### src/rtl/lone_pkg.sv
package lone_pkg;

  localparam int unsigned MAX_WIDTH = 9;
  localparam int unsigned SEG_W     = 7;

  // active-high, bit 6 = a ... bit 0 = g
  function automatic logic [SEG_W-1:0] digit_to_seg(input logic [3:0] d);
    logic [SEG_W-1:0] s;
    unique case (d)
      4'd0:    s = 7'h7E;
      4'd1:    s = 7'h30;
      4'd2:    s = 7'h6D;
      4'd3:    s = 7'h79;
      4'd4:    s = 7'h33;
      4'd5:    s = 7'h5B;
      4'd6:    s = 7'h5F;
      4'd7:    s = 7'h70;
      4'd8:    s = 7'h7F;
      4'd9:    s = 7'h7B;
      default: s = 7'h00;
    endcase
    return s;
  endfunction

endpackage

### src/rtl/lone_run_count.sv
module lone_run_count #(
  parameter int unsigned WIDTH_IN = 8,
  localparam int unsigned CNT_W   = $clog2(WIDTH_IN + 1)
) (
  input  logic [WIDTH_IN-1:0] x_i,
  output logic [CNT_W-1:0]    cnt_o
);

  // run[i] high while every bit from MSB down to i is one (thermometer)
  logic [WIDTH_IN-1:0] run;

  assign run[WIDTH_IN-1] = x_i[WIDTH_IN-1];

  for (genvar i = 0; i < WIDTH_IN - 1; i++) begin : g_run
    assign run[i] = run[i+1] & x_i[i];
  end

  always_comb begin
    cnt_o = '0;
    for (int i = 0; i < WIDTH_IN; i++) begin
      cnt_o = cnt_o + CNT_W'(run[i]);
    end
  end

endmodule

### src/rtl/lone_seg_decode.sv
module lone_seg_decode
  import lone_pkg::*;
#(
  parameter int unsigned CNT_W = 4
) (
  input  logic [CNT_W-1:0] cnt_i,
  output logic [SEG_W-1:0] seg_o
);

  logic [3:0] digit;

  always_comb begin
    digit = 4'(cnt_i);
    seg_o = digit_to_seg(digit);
  end

endmodule

### src/rtl/lead_ones_display.sv
module lead_ones_display
  import lone_pkg::*;
#(
  parameter int unsigned WIDTH_IN = 8
) (
  input  logic [WIDTH_IN-1:0]              x_i,
  output logic [$clog2(WIDTH_IN+1)-1:0]    y_o,
  output logic [6:0]                       seg_o
);

  localparam int unsigned CNT_W = $clog2(WIDTH_IN + 1);

  if (WIDTH_IN < 1 || WIDTH_IN > MAX_WIDTH) begin : g_bad_width
    $error("lead_ones_display: WIDTH_IN must be 1..9 for one digit");
  end

  logic [CNT_W-1:0] cnt;

  lone_run_count #(
    .WIDTH_IN (WIDTH_IN)
  ) u_count (
    .x_i   (x_i),
    .cnt_o (cnt)
  );

  lone_seg_decode #(
    .CNT_W (CNT_W)
  ) u_seg (
    .cnt_i (cnt),
    .seg_o (seg_o)
  );

  assign y_o = cnt;

endmodule

### config.mk
export PLATFORM = sky130hd
export DESIGN_NAME = lead_ones_display
export DESIGN_NICKNAME = d
export VERILOG_FILES = /design/src/rtl/lone_pkg.sv /design/src/rtl/lone_run_count.sv /design/src/rtl/lone_seg_decode.sv /design/src/rtl/lead_ones_display.sv
export SDC_FILE = /design/constraint.sdc
export NUM_CORES = 1
export LEC_CHECK = 0
export ABC_AREA = 1
export CORE_UTILIZATION = 35
export DETAILED_ROUTE_END_ITERATION = 8
export DONT_BUFFER_PORTS = 1
export GPL_ROUTABILITY_DRIVEN = 0
export MAX_ROUTING_LAYER = met4
export PLACE_DENSITY = 0.61
export SLEW_MARGIN = 20
export SYNTH_ARGS = -nofsm -noshare
export SYNTH_HDL_FRONTEND = slang
export SYNTH_SLANG_ARGS = --single-unit
### constraint.sdc
create_clock -name vclk -period 3.9
set_input_delay 0.39 -clock vclk [all_inputs]
set_output_delay 0.39 -clock vclk [all_outputs]
set_load 0.02 [all_outputs]
==> flow_summary_export.csv <==
group,metric,value,unit
run_status,status,"finished, final reports clean",
critical_path,cp-startpoint,"x_i[7]",
yosys,post_synth.cell_area_avg,6.012,um^2
power_and_ir_drop,peakVddDrop,55.60,uV
yosys,netlist.area_leader.share,22.70,%
critical_path,endpoint_kind,"output port",
critical_path,critical_path_cell_count,16,
critical_path,critical_path_buf_inv_count,4,
timing,peak_clock_frequency_supported_by_timing,261.4,MHz
timing,finalSetupViolations,0,
cells_and_area,leading_cell_types_in_the_layout_fill_and_taps_excluded,"19 x nand2_1, 13 x inv_1, 13 x nand2_2",
cells_and_area,area_growth,32.97,%
timing,postLayoutSetupSlackWorst,0.07446,ns
cells_and_area,drive_gt1_share,44.71,%
route,drt_first_pass_iters,4,
timing,worstMarginPinSlew,0.3196,ns
route,ant_nets,0,
yosys,mappedNetlistArea,462.9,um^2
critical_path,crit_type,"primary input to output port",
place,detailedPlace.worstSlack,0.003088,ns
grt,grt_util_all_layers,13.60,%
floorplanning,floorplan.initialDensity,39.53,%
yosys,yosys.area.top_type,"nand2_1",
yosys,yosysSeqAreaShare,0,%
yosys,synth_cells,77,
timing,layout_worst_path_cycle_share,98.09,%
critical_path,crit_path_max_incr_delay,0.53,ns
job,maxCapViolCount,0,
cells_and_area,seq_cells,0,
grt,maximum_number_of_pins_on_one_net_before_global_route_repair,8,
timing,rsz0062_at_grt,"yes",
route,detail_route.wl_per_cell,9.071,um
cells_and_area,final.fill_count,124,
route,post_drt_via_cell_ratio,4.465,
critical_path,worstPathCellList,"nand4_1, nor2_2, nand4_1, fa_1, inv_2, fa_1, inv_2, fa_2, inv_2, fa_2, inv_4, ha_4, nand2_2, nand2_1, nand2_1, nand2_2",
floorplanning,floorplan.die.width,38.37,um
place,dp_hpwl,724.2,um
critical_path,crit_family,"adder cells",
route,dr.first_iter.drc_count,8,
floorplanning,core_box_area,1171,um^2
yosys,yosys.cell_types.count,12,
grt,first_global_vias,374,
timing,totalNegativeSetupSlack,0,ns
power_and_ir_drop,power_density,153.1,nW/um^2
floorplanning,fp.dieArea,1472,um^2
timing,finalHoldViolations,0,
cells_and_area,num-clock-buffers,0,
floorplanning,io_pins,19,
power_and_ir_drop,power.total,0.09425,mW
cells_and_area,antenna_cells,0,
yosys,post_synth_main_area_contributors,"nand2_1 23%, ha_1 22%, fa_1 17%",
grt,grt-ovfl-total,0,
route,detail_route.wirelength,898,um
route,route.vias.total,442,
yosys,yosys_warnings,0,
cells_and_area,layout.nets,107,
timing,final_max_slew_viol_count,0,
critical_path,worstPathArrival,3.44,ns
grt,grt_antenna_before_repair,0,
floorplanning,die_h,38.37,um
critical_path,critPathLaunchType,"primary input",
critical_path,crit_path_max_fanout,5,
floorplanning,row_count,12,
route,post-route-drc-count,0,
yosys,synthesis.nets,97,
grt,grt_pass1_wl,1449,um
place,number_of_input_and_output_port_buffers_inserted,0,
cells_and_area,most_frequent_standard_cell_in_the_layout_excluding_fill_and_tap_cells,"nand2_1",
power_and_ir_drop,power_leakage,0.3422,nW
timing,slew_headroom,78.69,%
timing,finalWorstPathRequiredPeriod,3.826,ns
critical_path,path_common_cell,"inv_2",
critical_path,cp-endpoint,"seg_o[3]",
cells_and_area,final-seq-area,0,um^2
critical_path,highest_delay_cell_along_the_critical_path,"fa_1",
critical_path,critPathRequiredTime,3.51,ns
min_path,worst_hold_path_type,"primary input to output port",
area by class of cell:
class	count	area (um^2)	share of cell area [%]
Multi-Input combinational cell	58	464.2	75.41
Tap cell	14	17.52	2.846
Inverter	19	73.82	11.99
Timing Repair Buffer	8	60.06	9.756
synthesized netlist by cell type:
cell type and number:
inv_1 18, ha_1 8, nand4_1 3, nor2_1 5, nand2_1 28, o21ai_2 1, nand2_2 5, nand2_4 1
nand3_1 1, inv_2 1, nor2_2 2, fa_1 4
how the worst min path moves through the flow:
stage / depth (start not counted) / from / slack (ns) / to
detailed placement: 5 / x_i[0] / 1.35 / y_o[2]
finish: 5 / x_i[0] / 1.34 / y_o[2]
global placement: 5 / x_i[0] / 1.35 / y_o[2]
global route: 5 / x_i[0] / 1.40 / y_o[2]
floorplan: 3 / x_i[2] / 1.23 / y_o[0]
CTS: 5 / x_i[0] / 1.35 / y_o[2]
routing by layer:
metal	vias to the layer above	wire [um]	global-route usage [%]	part of all wire [%]
met2	7	450	23.73	50
met5	-	0	-	0
met3	0	17	0	1.9
met4	0	0	0	0
met1	192	430	18.95	48
li1	243	-	-	-
stage by stage:
step                hold slack (ns)  std cells  area [um^2]  utilization (%)
floorplan                     1.227         77        470.5                -
global placement              1.345         96        525.5            44.87
detailed placement            1.351         96        525.5            44.87
CTS                           1.352         96        528.0            45.09
global route                  1.396         99        615.6            52.56
finish                        1.343         99        615.6            52.56
cells by family after synthesis:
group                    after synthesis  synth area share [%]
adder cells (fa/ha/maj)               12                 38.92
AO/OA/AOI/OAI                          1                 1.892
buffers and inverters                 19                 15.40
AND/OR/NAND/NOR                       45                 43.78
where the power goes:
group | switching, mW | internal (mW) | leakage [nW] | total [mW]
Combinational | 0.0614 | 0.0328 | 0.342 | 0.0942
Sequential | 0 | 0 | 0 | 0
Clock | 0 | 0 | 0 | 0
Total | 0.0614 | 0.0328 | 0.342 | 0.0942
repair_timing:
action	CTS	global route
endpoints found under the setup margin	1	7
pin swaps	0	8
hold buffers	0	0
endpoints found under the hold margin	0	0
gates resized for setup	1	19
cloned	0	0
buffers inserted	0	3
No activity file was read; power rests on OpenSTA's default activity.
